--- config.mk ---
export PLATFORM = sky130hd
export DESIGN_NAME = axi_rd_hang_tracer
export DESIGN_NICKNAME = d
export VERILOG_FILES = /design/src/rtl/axi_rd_hang_tracer.sv
export SDC_FILE = /design/constraint.sdc
export NUM_CORES = 1
export LEC_CHECK = 0
export BUFFER_PORTS_ARGS = -buffer_cell sky130_fd_sc_hd__clkbuf_2
export CAP_MARGIN = 30
export CELL_PAD_IN_SITES_DETAIL_PLACEMENT = 1
export CELL_PAD_IN_SITES_GLOBAL_PLACEMENT = 2
export CORE_ASPECT_RATIO = 0.5
export CORE_UTILIZATION = 45
export CTS_CLUSTER_DIAMETER = 150
export CTS_CLUSTER_SIZE = 30
export DETAILED_ROUTE_END_ITERATION = 8
export PLACE_DENSITY_LB_ADDON = 0.1
export SLEW_MARGIN = 20
export SYNTH_ARGS = -nofsm -noshare
export SYNTH_HDL_FRONTEND = slang
export SYNTH_SLANG_ARGS = --single-unit
--- constraint.sdc ---
create_clock -name clk -period 12.72 [get_ports clk]
set_clock_uncertainty 0.2 [all_clocks]
set_input_delay 1.272 -clock clk [delete_from_list [all_inputs] [get_ports clk]]
set_output_delay 1.272 -clock clk [all_outputs]
set_load 0.005 [all_outputs]
--- src/rtl/axi_rd_hang_tracer.sv ---
`timescale 1ns/1ps
module axi_rd_hang_tracer #(
  parameter int ID_W   = 4,
  parameter int ADDR_W = 32,
  parameter int DEPTH  = 8,
  parameter int SLOTS  = 4,
  parameter int CNT_W  = 15,
  parameter int MAX_TH = 16384
) (
  input  logic              clk,
  input  logic              rst_n,
  input  logic              enable,
  input  logic [CNT_W-1:0]  threshold,
  input  logic              arvalid,
  input  logic              arready,
  input  logic [ID_W-1:0]   arid,
  input  logic [ADDR_W-1:0] araddr,
  input  logic              rvalid,
  input  logic              rready,
  input  logic [ID_W-1:0]   rid,
  input  logic              rlast,
  output logic              trc_valid,
  input  logic              trc_ready,
  output logic [ID_W-1:0]   trc_id,
  output logic [ADDR_W-1:0] trc_addr,
  output logic [CNT_W-1:0]  trc_lat,
  output logic              trc_hung,
  output logic              trigger
);
  localparam int SW = (SLOTS > 1) ? $clog2(SLOTS) : 1;
  localparam int PW = (DEPTH > 1) ? $clog2(DEPTH) : 1;
  localparam int CW = $clog2(DEPTH + 1);
  localparam logic [CNT_W-1:0] TH_CAP  = CNT_W'(MAX_TH);
  localparam logic [CNT_W-1:0] AGE_TOP = '1;

  typedef enum logic [1:0] {S_IDLE, S_ARMED, S_DUMP, S_DONE} st_t;
  st_t st;

  logic              sl_v    [SLOTS];
  logic [ID_W-1:0]   sl_id   [SLOTS];
  logic [ADDR_W-1:0] sl_addr [SLOTS];
  logic [CNT_W-1:0]  sl_age  [SLOTS];

  logic [ID_W-1:0]   rg_id   [DEPTH];
  logic [ADDR_W-1:0] rg_addr [DEPTH];
  logic [CNT_W-1:0]  rg_lat  [DEPTH];
  logic              rg_hung [DEPTH];

  logic [PW-1:0] wp, rp, rp_start, rp_inc, wp_inc;
  logic [CW-1:0] cnt, cnt_nx, left;

  logic ar_hs, r_end, armed, push, rec_push, alloc;
  logic ret_hit, hit, free_ok, dup;
  logic [SW-1:0] ret_idx, hit_idx, free_idx, w_idx;
  logic [CNT_W-1:0] thr_eff;

  assign ar_hs   = arvalid && arready;
  assign r_end   = rvalid && rready && rlast;
  assign thr_eff = (threshold > TH_CAP) ? TH_CAP : threshold;
  assign armed   = (st == S_ARMED) && enable;

  always_comb begin
    ret_hit = 1'b0; ret_idx = '0;
    hit = 1'b0;     hit_idx = '0;
    free_ok = 1'b0; free_idx = '0;
    dup = 1'b0;
    for (int i = 0; i < SLOTS; i++) begin
      logic ret_i;
      ret_i = sl_v[i] && r_end && (sl_id[i] == rid);
      if (ret_i && !ret_hit) begin
        ret_hit = 1'b1;
        ret_idx = SW'(i);
      end
      if (sl_v[i] && !ret_i && (sl_age[i] >= thr_eff) && !hit) begin
        hit = 1'b1;
        hit_idx = SW'(i);
      end
      if (sl_v[i] && !ret_i && (sl_id[i] == arid)) dup = 1'b1;
      if (!sl_v[i] && !free_ok) begin
        free_ok = 1'b1;
        free_idx = SW'(i);
      end
    end
  end

  assign trigger  = armed && hit;
  assign rec_push = armed && !hit && ret_hit;
  assign alloc    = armed && !hit && ar_hs && free_ok && !dup;
  assign push     = rec_push || trigger;
  assign w_idx    = hit ? hit_idx : ret_idx;

  assign cnt_nx   = (cnt == CW'(DEPTH)) ? cnt : cnt + 1'b1;
  assign wp_inc   = (wp == PW'(DEPTH - 1)) ? '0 : wp + 1'b1;
  assign rp_inc   = (rp == PW'(DEPTH - 1)) ? '0 : rp + 1'b1;
  assign rp_start = PW'((int'(wp) + DEPTH + 1 - int'(cnt_nx)) % DEPTH);

  always_ff @(posedge clk or negedge rst_n) begin
    if (!rst_n) begin
      st   <= S_IDLE;
      wp   <= '0;
      cnt  <= '0;
      rp   <= '0;
      left <= '0;
      for (int i = 0; i < SLOTS; i++) sl_v[i] <= 1'b0;
    end else if (!enable) begin
      st  <= S_IDLE;
      wp  <= '0;
      cnt <= '0;
      for (int i = 0; i < SLOTS; i++) sl_v[i] <= 1'b0;
    end else begin
      case (st)
        S_IDLE: st <= S_ARMED;
        S_ARMED: begin
          for (int i = 0; i < SLOTS; i++) begin
            if (alloc && free_idx == SW'(i)) sl_v[i] <= 1'b1;
            else if (rec_push && ret_idx == SW'(i)) sl_v[i] <= 1'b0;
          end
          if (push) begin
            wp  <= wp_inc;
            cnt <= cnt_nx;
          end
          if (trigger) begin
            st   <= S_DUMP;
            rp   <= rp_start;
            left <= cnt_nx;
          end
        end
        S_DUMP: if (trc_ready) begin
          rp   <= rp_inc;
          left <= left - 1'b1;
          if (left == CW'(1)) st <= S_DONE;
        end
        default: st <= S_DONE;
      endcase
    end
  end

  always_ff @(posedge clk) begin
    for (int i = 0; i < SLOTS; i++) begin
      if (alloc && free_idx == SW'(i)) begin
        sl_id[i]   <= arid;
        sl_addr[i] <= araddr;
        sl_age[i]  <= CNT_W'(1);
      end else if (armed && sl_v[i] && sl_age[i] != AGE_TOP) begin
        sl_age[i] <= sl_age[i] + 1'b1;
      end
    end
    if (push) begin
      rg_id[wp]   <= sl_id[w_idx];
      rg_addr[wp] <= sl_addr[w_idx];
      rg_lat[wp]  <= sl_age[w_idx];
      rg_hung[wp] <= hit;
    end
  end

  assign trc_valid = (st == S_DUMP);
  assign trc_id    = rg_id[rp];
  assign trc_addr  = rg_addr[rp];
  assign trc_lat   = rg_lat[rp];
  assign trc_hung  = rg_hung[rp];
endmodule

* Yosys cells after proc, flatten, opt, wreduce, memory -nomap -nowiden *
Memories as Yosys holds them, arrays and structs flattened.
Cells that the tools add are included.

storage, ports and cells
  flip-flop bits (word level) = 20
  memory bits (writable) = 620
  bits of input ports = 64
  logic and storage cells = 262
  memories = 7

memories
  memory       depth  bits a word  rd ports  clocked after memory_dff  write ports  RTL line  text
  rg_addr      8      32           1         0                         1            45        logic [ADDR_W-1:0] rg_addr [DEPTH];
  sl_addr      4      32           1         0                         1            41        logic [ADDR_W-1:0] sl_addr [SLOTS];
  rg_lat       8      15           1         0                         1            46        logic [CNT_W-1:0] rg_lat [DEPTH];
  sl_age       4      15           5         0                         4            42        logic [CNT_W-1:0] sl_age [SLOTS];
  rg_id        8      4            1         0                         1            44        logic [ID_W-1:0] rg_id [DEPTH];
  sl_id        4      4            5         0                         1            40        logic [ID_W-1:0] sl_id [SLOTS];
  +1 memories  -      -            -         -                         -            -

cells by class
  $add $sub $neg = 11
  magnitude comparators = 5
  eq/ne operators = 35
  multiplexer cells = 101
  bitwise gates (word level) = 4
  reductions and logical operators = 90

operators with widths
  cell                   count
  $mux 32                3
  $reduce_or 32->1       3
  $mux 15                5
  $add 15x1->15 const B  4
  $ge 15x15->1           4
  $ne 15x15->1 const B   4
  $logic_and 1x1->1      55
  $mux 1                 55
  $mux 4                 11
  $mux 2                 17
  $eq 4x4->1             8
  $mux 3                 7
  $logic_not 1->1        17
  $gt 15x15->1 const B   1
  $add 3x1->3 const B    4
  $ne 3x1->1 const B     4
  $reduce_or 4->1        3
  $eq 2x2->1 const B     5
  $reduce_and 2->1       5
  $pmux 4 s2             1
  $eq 2x1->1 const B     3
  $eq 3x3->1 const B     2
  $logic_not 2->1        3
  $ne 2x1->1 const B     3
  15 further kinds       19

* Logic depth before layout (Yosys ltp) *
Gate-level depths: netlist of the first run.

  word-level depth = 29
  mapped depth = 14
  mapped depth without buffers = 12

* Worst setup path before layout of the first run *
OpenSTA, ideal clock, no wires.

  path type = input -> register
  start point = input port threshold[14]
  end point = memory rg_addr[2][0] (enable)
  arrival time = 8.953 ns
  data required time = 11.911 ns
  slack = 2.958 ns
  stages = 12
  buffers on the path = 1
  cells stage by stage = inv_1 -> clkbuf_1 -> nand2_1 -> ha_1 -> nand2_1 -> o21ai_0 -> a21oi_1 -> o41ai_1 -> a2bb2oi_1 -> nand2_1 -> o31a_1 -> nor4b_1

on the way
  longest elaborated chain between the ends = 20
  elaborated cells between the ends (all ways) = 27
  classes of those cells = order compare (5); mux (7); reduce/logical (15)

RTL lines
  what                              RTL line  text
  start, declared                   13        input logic [CNT_W-1:0] threshold,
  $gt 15x15->1                      59        assign thr_eff = (threshold > TH_CAP) ? TH_CAP : threshold;
  $mux 15 (*)                       59
  $ge 15x15->1                      74        if (sl_v[i] && !ret_i && (sl_age[i] >= thr_eff) && !hit) begin
  $logic_and 1x1->1                 74
  $mux 1                            74
  $logic_not 1->1                   74
  $logic_and 1x1->1                 74
  $mux 1                            74
  (+4 left out)                     -
  $logic_and 1x1->1                 74
  $mux 1 (*)                        74
  net hit                           53        logic ret_hit, hit, free_ok, dup;
  $logic_not 1->1                   87        assign rec_push = armed && !hit && ret_hit;
  $logic_and 1x1->1 (2 in series)   87
  $logic_or 1x1->1 (*)              89        assign push = rec_push || trigger;
  $mux 1 (*)                        148       if (push) begin
  $mux 1 (not written as such) (*)  150       rg_addr[wp] <= sl_addr[w_idx];
  end, declared                     45

Mark *: on every way through the listed nets, which the timed path passes. The rest lies on a longest branch.

* Final worst setup path of the first run *
  start point = input port threshold[14]
  end point = output port trigger

on the way
  longest elaborated chain between the ends = 15
  elaborated cells between the ends (all ways) = 21
  classes of those cells = order compare (5); mux (5); reduce/logical (11)

RTL lines
  what                   RTL line  text
  $gt 15x15->1           59
  $mux 15 (*)            59
  $ge 15x15->1           74
  $logic_and 1x1->1      74
  $mux 1                 74
  $logic_not 1->1        74
  $logic_and 1x1->1      74
  $mux 1                 74
  $logic_not 1->1        74
  $logic_and 1x1->1      74
  $mux 1                 74
  $logic_not 1->1        74
  $logic_and 1x1->1      74
  $mux 1 (*)             74
  net hit                53
  $logic_and 1x1->1 (*)  86        assign trigger = armed && hit;
  end, declared          28        output logic trigger

Marked as above.

==> results.py, run 1 <==
metrics = {
    "sta": {
        "maxSlewHeadroom": 0.293,
        "finalMaxSlewViolations": 0,
        "period_share": 0.487,
        "finalWorstPathRequiredPeriod_ns": 6.19,
        "setup_violations": 0,
        "rsz0062_at_grt": "no",
        "fmax_mhz": 161,
        "hold_viol": 0,
        "setup_tns_ns": 0,
        "worst_pin_slew_ns": 1.03,
    },
    "global_routing": {
        "grt_pass1_wl_um": 95900,
        "antenna_found_initial": 0,
        "grt_max_degree": 67,
        "grt_pass1_vias": 15600,
        "overflow": 0,
        "gr-usage-all-layers": 0.205,
    },
    "setup_path": {
        "path_max_fanout": 16,
        "slowest_stage": "nand2_1",
        "arrival_ns": 4.72,
        "required_ns": 11.25,
        "crit_path_end_kind": "output pin",
        "critPathKind": "in -> out",
        "cp.buffers_inverters": 3,
        "r2r_start": "sl_age[3][0]",
        "critPathTopFamily": "simple AND/OR/NAND/NOR gates",
        "r2r_setup_slack_ns": 7.47,
        "startpoint_type": "input port",
        "r2r-end": "rg_addr[4][22]",
        "cpPeakStageDelay_ns": 0.45,
        "crit_chain": "clkbuf_2 > inv_1 > nand2_1 > ha_1 > and3_1 > a221o_1 > a31oi_1 > o211a_1 > a2bb2oi_1 > nand2_1 > and2_1 > clkbuf_2",
        "r2r_cells": 11,
    },
    "finish": {
        "fill_cells": 5641,
        "final_common_cell": "edfxtp_1",
        "final_cell_mix": "edfxtp_1, mux2i_1, clkbuf_2",
        "regArea_um2": 19100,
        "syn2layout_area_growth_pct": 8.46,
        "final_util": 0.501,
        "nets": 1840,
        "num_antenna_cells": 0,
        "multi_input_area_um2": 8260,
        "drive_gt1_frac": 0.208,
    },
    "logic_synthesis": {
        "ys_warn_count": 0,
        "synth_cell_types": 63,
        "postSynthAreaPerCell_um2": 17.4,
        "synthCells": 1595,
        "ys_dominant_reg_cell": "edfxtp_1",
        "ys_ff_latch": 640,
        "netlist_area_um2": 27700,
        "syn_nets": 1734,
        "ys_seq_area_frac": 0.689,
        "postSynth.asyncResetShare": 0.0313,
        "synth_edf_count": 620,
    },
    "floorplan": {
        "die_y_um": 178,
        "start_util": 0.462,
        "die_w_um": 353,
        "ios": 118,
        "die_area_um2": 62700,
        "coreArea_um2": 60100,
        "rows": 63,
    },
    "run_status": {
        "status": "completed",
    },
    "clock_tree": {
        "clkTransAtPathRegs_ns": 0.12,
        "clk_latency_ns": 0.63,
        "h-tree-depth": 1,
        "cts_sinks": 640,
        "post-cts-setup-buffer-count": 0,
        "holdBufCountCts": 0,
        "cts-buffers-inserted": 25,
        "cts_tree": "done",
        "clk_path_buf_depth": 3,
        "clockRootBuffer": "clkbuf_16",
        "postCtsResizedCells": 0,
    },
    "detailed_routing": {
        "via_per_inst": 5.65,
        "num_vias": 14200,
        "avgRoutedWirePerCell_um": 25.3,
        "antenna_left": 0,
        "routed_wl_um": 63700,
        "drc_errors": 0,
        "dr.pass1.iters": 5,
        "drt_iter0_drc": 949,
    },
    "pwr": {
        "pwr-share-clk": 0.263,
        "leakagePower_nw": 9.58,
        "ir_drop_uv": 105,
        "switching_share": 0.230,
        "p_comb_frac": 0.116,
        "pwr-share-seq": 0.621,
        "power_density_nw_per_um2": 126,
        "switchingPower_w": 0.000870,
        "internal_power_w": 0.00291,
    },
    "placed_design": {
        "io_buffers": 117,
        "hpwl_um": 40400,
        "place_congestion": 0.843,
    },
    "min_path": {
        "hold_path.class": "reg -> reg",
        "hold_end": "st[1]",
        "whs_path_depth": 2,
        "min-delay-start": "st[1]",
    },
    "flow_run": {
        "drv_cap": 0,
    },
}
metal layers:
layer  GRT usage  share of wire  routed length (um)  up-vias
met2       0.363           0.50               32100      225
li1            -              -                   -     6439
met1       0.274           0.45               28400     7499
met5           0              0                   0        -
met3      0.0260          0.031                1970       63
met4      0.0408          0.019                1230        0
worst reg2reg max path, delay by kind of cell, from the launching register on:
family                   cells  cell delay, ns
AND/OR/NAND/NOR              3            0.95
buffers and inverters        2            0.81
AO/OA/AOI/OAI                5            2.00
flip-flops                   1            0.56
adder cells (fa/ha/maj)      1            0.29
power groups by stage:
stage	Clock (W)	Combinational [W]	Sequential (W)
3_3_place_gp	0	0.000427	0.00239
6_report	0.000995	0.000437	0.00235
3_5_place_dp	0	0.000441	0.00239
5_1_grt	0.00108	0.000474	0.00235
2_1_floorplan	0	0.000304	0.00236
4_1_cts	0.00103	0.000442	0.00235
sequential cells by signal, summed over array words and instances (netlist names):
name / count
rg_addr: 256
sl_addr: 128
rg_lat: 120
sl_age: 60
rg_id: 32
sl_id: 16
rg_hung: 8
cnt: 4
left: 4
sl_v: 4
rp: 3
wp: 3
st: 2
cell families (layout without fill, tap and decap cells):
group / after synthesis / after routing / synth area share
adders and majority gates: 75 / 75 / 0.0338
AOI/OAI and AO/OA: 90 / 90 / 0.0212
muxes: 322 / 322 / 0.166
xor gates and xnor gates: 85 / 85 / 0.0268
buffers and inverters: 101 / 214 / 0.0152
and+or+nand+nor: 282 / 282 / 0.0482
DFF: 640 / 640 / 0.689
stage by stage:
stage               cells  power (W)  hold WS [ns]  instance area [um2]  setup slack, ns
global placement     2481    0.00282         0.303                29300             6.17
global route         2520    0.00391         0.375                30100             6.20
CTS                  2516    0.00382         0.340                30000             6.55
detailed placement   2482    0.00284         0.312                29300             5.94
finish               2520    0.00378         0.335                30100             6.53
floorplan            1595    0.00266         0.276                27700             2.96
worst max path at each step:
stage / from / endpoint / slack [ns] / cells after the start
after floorplan: threshold[14] / rg_addr[2][0] / 2.96 / 12
after global placement: threshold[14] / rg_addr[4][10] / 6.17 / 14
after detailed placement: threshold[14] / rg_addr[4][11] / 5.94 / 14
after CTS: threshold[14] / trigger / 6.55 / 13
after global routing: threshold[14] / rg_addr[4][9] / 6.20 / 13
final: threshold[14] / trigger / 6.53 / 12
cell type report:
cell class / count / share of cell area
Timing Repair Buffer: 143 / 0.0283
Inverter: 37 / 0.00462
Clock buffer: 32 / 0.0217
Sequential cell: 640 / 0.636
Clock inverter: 2 / 0.00133
Tap cell: 812 / 0.0338
Multi-Input combinational cell: 854 / 0.275
cell usage after synthesis (all sizes together), types with 9 or more instances:
| library cell | number | area share |
|---|---|---|
| and3 | 12 | 0.0027 |
| a21oi | 35 | 0.0065 |
| nor4 | 9 | 0.0025 |
| nand4 | 19 | 0.0043 |
| nand3 | 42 | 0.0076 |
| mux4 | 104 | 0.084 |
| clkbuf | 35 | 0.0047 |
| mux2i | 164 | 0.059 |
| o21ai | 14 | 0.0027 |
| ha | 75 | 0.034 |
| dfrtp | 20 | 0.018 |
| xor2 | 38 | 0.012 |
| xnor2 | 47 | 0.015 |
| nor2 | 101 | 0.014 |
| mux2 | 54 | 0.022 |
| edfxtp | 620 | 0.67 |
| nand2 | 67 | 0.0091 |
| buf | 29 | 0.0054 |
| inv | 36 | 0.0049 |
(Power assumes the default switching activity.)
==> inputs of run 2 (changes only) <==
clock period = 6.05 ns   (was 12.72 ns; I/O delays follow)
==> run 2 against run 1 <==
Against the previous run:
- cell count up 1.2%
- via count is 1.2% higher
- worst setup slack got worse by 5.2 ns
- sequential share of layout area fell by 0.90 points
- first-iteration DRC count shrank 7.2%
- non-clock buffer count up 29
- cell area grew 1.4%
- flip-flop and latch count unchanged
- wire length shrank 0.70%
- core utilization grew 0.72 points
- global-route usage about the same
- clock power grew 110%
==> results.py, run 2 (synthesis results as in run 1) <==
metrics = {
    "clock_tree": {
        "clk_latency_ns": 0.63,
        "clockRootBuffer": "clkbuf_16",
        "cts_tree": "done",
        "postCtsResizedCells": 0,
        "holdBufCountCts": 25,
        "clk_path_buf_depth": 3,
        "clkTransAtPathRegs_ns": 0.11,
        "post-cts-setup-buffer-count": 0,
        "h-tree-depth": 1,
        "cts-buffers-inserted": 25,
        "cts_sinks": 640,
    },
    "setup_path": {
        "arrival_ns": 4.80,
        "startpoint_type": "input port",
        "r2r_setup_slack_ns": 1.60,
        "slowest_stage": "and4b_2",
        "crit_path_end_kind": "register",
        "crit_chain": "clkbuf_2 > inv_1 > a41o_1 > nand2_1 > ha_1 > nand2_1 > o21ai_0 > a21oi_1 > o41ai_1 > a2bb2oi_1 > nand2_1 > buf_4 > o31a_1 > and4b_2 > buf_12",
        "cpPeakStageDelay_ns": 0.66,
        "setup.worst_path.start": "threshold[14]",
        "cp.buffers_inverters": 4,
        "r2r_start": "sl_age[2][5]",
        "critPathKind": "in -> reg",
        "path_common_cell": "nand2_1",
        "critPathTopFamily": "compound AO/OA/AOI/OAI gates",
        "path_max_fanout": 25,
        "required_ns": 6.16,
    },
    "sta": {
        "setup_tns_ns": 0,
        "finalWorstPathRequiredPeriod_ns": 4.69,
        "finalMaxSlewViolations": 0,
        "hold-worst-slack_ns": 0.0336,
        "fmax_mhz": 213,
        "finalWorstSetupSlack_ns": 1.36,
        "maxSlewHeadroom": 0.359,
        "worst_pin_slew_ns": 0.934,
        "period_share": 0.775,
        "hold_viol": 0,
        "setup_violations": 0,
        "rsz0062_at_grt": "no",
    },
    "global_routing": {
        "overflow": 0,
        "gr-usage-all-layers": 0.205,
        "grt_pass1_vias": 15900,
        "grt_max_degree": 64,
        "antenna_found_initial": 1,
        "grt_pass1_wl_um": 96700,
    },
    "floorplan": {
        "rows": 63,
        "die_area_um2": 62700,
        "ios": 118,
        "die_y_um": 178,
        "die_w_um": 353,
        "coreArea_um2": 60100,
        "start_util": 0.462,
    },
    "pwr": {
        "internal_power_w": 0.00612,
        "power_density_nw_per_um2": 261,
        "pwr-share-seq": 0.618,
        "power_w": 0.00796,
        "switchingPower_w": 0.00184,
        "p_comb_frac": 0.118,
        "switching_share": 0.231,
        "ir_drop_uv": 219,
        "pwr-share-clk": 0.264,
        "leakagePower_nw": 9.73,
    },
    "finish": {
        "final_cells": 2550,
        "largest_register_ffs": 256,
        "drive_gt1_frac": 0.207,
        "nets": 1869,
        "final_common_cell": "edfxtp_1",
        "top_regs": "rg_addr x256, sl_addr x128, rg_lat x120",
        "regArea_um2": 19100,
        "syn2layout_area_growth_pct": 10.0,
        "final_cell_mix": "edfxtp_1, mux2i_1, clkbuf_2",
        "regMostFlops": "rg_addr",
        "multi_input_area_um2": 8270,
        "fill_cells": 5648,
    },
    "placed_design": {
        "io_buffers": 117,
        "place_congestion": 0.844,
        "pre_cts_ws_ns": 0.734,
        "hpwl_um": 40900,
        "place_inst": 2488,
    },
    "run_status": {
        "status": "completed",
    },
    "detailed_routing": {
        "avgRoutedWirePerCell_um": 24.8,
        "dr.pass1.iters": 6,
        "antenna_left": 0,
        "num_vias": 14400,
        "drt_iter0_drc": 881,
        "drc_errors": 0,
        "via_per_inst": 5.65,
        "routed_wl_um": 63300,
    },
    "flow_run": {
        "drv_cap": 0,
    },
    "min_path": {
        "min-delay-start": "araddr[4]",
        "hold_path.class": "in -> reg",
    },
}
run 2: path summary, 6_finish.rpt:
path,endpoint,depth (start not counted)
max,rg_addr[6][6],15
max reg2reg,sl_addr[3][6],10
min,sl_addr[1][4],1
min in group asynchronous,rp[0],2
max in group asynchronous,rp[1],2
min reg2reg,st[1],2
run 2: area by class of cell:
| type | instances | share of cell area |
|---|---|---|
| inverters | 37 | 0.00455 |
| clock buffers | 32 | 0.0214 |
| clock inverters | 2 | 0.00131 |
| repair buffers | 172 | 0.0417 |
| well taps | 812 | 0.0333 |
| multi-input cells | 854 | 0.271 |
| diodes | 1 | 0.0000820 |
| flip-flops and latches | 640 | 0.627 |
run 2: power groups by stage:
stage / Combinational, W / Clock (W) / Sequential [W]
after CTS: 0.000962 / 0.00216 / 0.00493
after global routing: 0.00102 / 0.00228 / 0.00493
after detailed placement: 0.000946 / 0 / 0.00503
final: 0.000939 / 0.00210 / 0.00492
after global placement: 0.000924 / 0 / 0.00502
after floorplan: 0.000640 / 0 / 0.00496
run 2: metrics by stage:
stage | area, um2 | util
6_report | 30500 | 0.508
5_1_grt | 30500 | 0.508
4_1_cts | 30500 | 0.508
3_5_place_dp | 29500 | 0.492
3_3_place_gp | 29500 | 0.492
2_1_floorplan | 27800 | -
run 2: worst reg2reg max path, cell delays in order (launching register included):
cell	delay [ns]
edfxtp_1	0.54
ha_1	0.38
a21o_1	0.16
a221o_1	0.34
a31oi_1	0.25
o211a_1	0.25
a2bb2oi_1	0.43
nand3_1	0.30
or4_4	0.51
inv_2	0.48
buf_12	0.30
run 2: layer usage:
metal | track usage | wire (um)
met1 | 0.277 | 29200
met2 | 0.362 | 31500
met3 | 0.0242 | 1460
met4 | 0.0388 | 1140
met5 | 0 | 11
==> inputs of run 3 (changes only) <==
ABC_AREA = 1   (was default)
CORE_UTILIZATION = 41   (was 45)
clock period = 4.5 ns   (was 6.05 ns; I/O delays follow)
==> run 3 against run 2 <==
Against the previous run:
- power rose by 70%
- flip-flop and latch count did not move
- register-to-register slack got worse by 0.54 ns
- worst setup slack got worse by 0.82 ns
- via count rose by 44%
- global-route usage rose by 3.0 points
- die area rose by 16%
- synthesized area rose by 5.8%
- critical path depth fell by 9
- wire length rose by 35%
- cell count rose by 52%
- critical endpoint is now trc_addr[24]
==> results.py, run 3 <==
metrics = {
    "run_status": {
        "status": "completed",
    },
    "sta": {
        "setup_violations": 0,
        "rsz0062_at_grt": "no",
        "fmax_mhz": 253,
        "finalWorstSetupSlack_ns": 0.542,
        "hold_viol": 0,
        "period_share": 0.880,
        "worst_pin_slew_ns": 0.936,
        "finalMaxSlewViolations": 0,
        "maxSlewHeadroom": 0.372,
        "finalWorstPathRequiredPeriod_ns": 3.96,
    },
    "clock_tree": {
        "cts_sinks": 640,
        "h-tree-depth": 1,
        "cts_tree": "done",
        "clk_latency_ns": 0.65,
        "clkTransAtPathRegs_ns": 0.13,
        "cts-buffers-inserted": 25,
        "clockRootBuffer": "clkbuf_16",
        "clk_path_buf_depth": 3,
        "post-cts-setup-buffer-count": 0,
    },
    "logic_synthesis": {
        "netlist_area_um2": 29300,
        "ys_top_cells_by_count": "edfxtp_1, nor2_1, nand2_1",
        "syn_nets": 2914,
        "ys_dominant_reg_cell": "edfxtp_1",
        "synthCells": 2775,
        "synth_area_leaders": "edfxtp_1, nor2_1, nand2_1",
        "ys_warn_count": 0,
        "yosysTopAreaCell": "edfxtp_1",
        "ys_seq_area_frac": 0.652,
        "postSynthAreaPerCell_um2": 10.6,
        "yosysMostFrequentCell": "edfxtp_1",
        "synth_top_area_frac": 0.635,
        "synth_cell_types": 43,
        "ys_ff_latch": 640,
        "synth_edf_count": 620,
        "postSynth.asyncResetShare": 0.0313,
    },
    "detailed_routing": {
        "via_per_inst": 5.33,
        "avgRoutedWirePerCell_um": 22.0,
        "met1_length_um": 40000,
        "dr.pass1.iters": 5,
        "num_vias": 20700,
        "top_layer_used": "met4",
        "routed_wl_um": 85100,
        "antenna_left": 0,
        "drc_errors": 0,
        "dr_wl_met2_um": 40900,
        "wl_met3_um": 2320,
        "drt_iter0_drc": 1351,
    },
    "finish": {
        "regMostFlops": "rg_addr",
        "final_util": 0.472,
        "drive_gt1_frac": 0.101,
        "top_regs": "rg_addr x256, sl_addr x128, rg_lat x120",
        "final_cell_mix": "edfxtp_1, nor2_1, nand2_1",
        "final_common_cell": "edfxtp_1",
        "largest_register_ffs": 256,
        "nets": 3062,
        "syn2layout_area_growth_pct": 12.3,
        "num_antenna_cells": 0,
    },
    "pwr": {
        "power_density_nw_per_um2": 411,
        "leakagePower_nw": 12.8,
        "ir_drop_uv": 259,
    },
    "floorplan": {
        "rows": 68,
        "start_util": 0.420,
        "coreArea_um2": 69900,
        "die_w_um": 380,
        "die_y_um": 191,
        "ios": 118,
        "die_area_um2": 72700,
    },
    "global_routing": {
        "gr-usage-all-layers": 0.235,
        "antenna_found_initial": 2,
        "overflow": 0,
        "grt_pass1_vias": 21400,
        "grt_max_degree": 70,
        "grt_pass1_wl_um": 130000,
    },
    "setup_path": {
        "path_max_fanout": 57,
        "critPathKind": "reg -> out",
        "arrival_ns": 3.31,
        "startpoint_type": "register",
        "crit_path_end_kind": "output pin",
        "required_ns": 3.85,
    },
    "min_path": {
        "hold_path.class": "in -> reg",
    },
    "placed_design": {
        "io_buffers": 117,
        "hpwl_um": 57700,
        "pre_cts_ws_ns": 0.103,
        "place_congestion": 0.803,
    },
    "flow_run": {
        "drv_cap": 0,
    },
}
## run 3: cell types whose count changed after synthesis, moves of 54 or more
| cell | previous run | this run |
|---|---|---|
| nor2_1 | 101 | 479 |
| mux2i_1 | 164 | 0 |
| o21ai_0 | 13 | 238 |
| mux2_2 | 54 | 0 |
| nand2_1 | 67 | 371 |
| nand3_1 | 42 | 256 |
| mux4_2 | 104 | 0 |
| inv_1 | 36 | 288 |
## run 3: per-stage QoR
step / hold slack (ns) / cells / TNS [ns] / area [um2] / total power [W]
after floorplan: -0.0456 / 2775 / -19.89 / 29500 / 0.00916
after global placement: 0.285 / 3802 / 0 / 31900 / 0.0107
after detailed placement: 0.283 / 3803 / 0 / 31900 / 0.0108
after CTS: 0.0439 / 3875 / 0 / 32900 / 0.0137
after global routing: 0.0629 / 3875 / 0 / 32900 / 0.0142
final: 0.0709 / 3875 / 0 / 32900 / 0.0135
## run 3: worst max-delay path: stages, from the launching register on
cell      delay, ns
dfrtp_4        0.97
buf_4          0.56
o21ai_0        0.21
o22ai_1        0.19
nor2_1         0.07
a31oi_1        0.40
clkbuf_2       0.20
## run 3: path summary, 6_finish.rpt
path,from,endpoint,slack [ns],cells after the start
min in group asynchronous,rst_n,rp[2],0.12,2
max in group asynchronous,rst_n,rp[1],3.51,2
worst min-delay path,enable,wp[1],0.07,3
worst max-delay path,rp[0],trc_addr[24],0.54,6
worst max register to register,sl_age[0][10],rg_addr[6][21],1.06,17
worst min register to register,cnt[2],cnt[2],0.38,2
## run 3: kinds of logic (layout without fill, tap and decap cells)
logic type               count (synthesis)  count (layout)  share of synthesized area
buffers and inverters                  429             584                     0.0593
adder cells (fa/ha/maj)                 75              75                     0.0320
AO/OA/AOI/OAI                          399             399                     0.0739
AND/OR/NAND/NOR                       1190            1190                      0.171
XOR/XNOR                                42              42                     0.0125
flip-flops                             640             640                      0.652
## run 3: per-layer routing
metal  vias to the layer above  GRT usage
met5                         -          0
met4                         0     0.0521
met3                        81     0.0226
met2                       270      0.401
met1                     10500      0.326
li1                       9810          -
## run 3: report_power, final
group	leakage (nW)	internal [W]	switching, W
registers	5.87	0.00675	0.000160
clock network	0.336	0.00105	0.00187
logic	6.58	0.00120	0.00249
total	12.8	0.00900	0.00452
## run 3: what timing repair did
action	CTS	global route
hold endpoints to repair	165	0
gates resized for setup	0	0
hold buffers	38	0
## run 3: final cells by class
class	instances	area, um2
Fill cell	7604	36900
Clock buffer	32	652
Sequential cell	640	19100
Timing Repair Buffer	253	2210
Tap cell	945	1180
Multi-Input combinational cell	1706	8610
Clock inverter	2	40.0
Inverter	297	1120
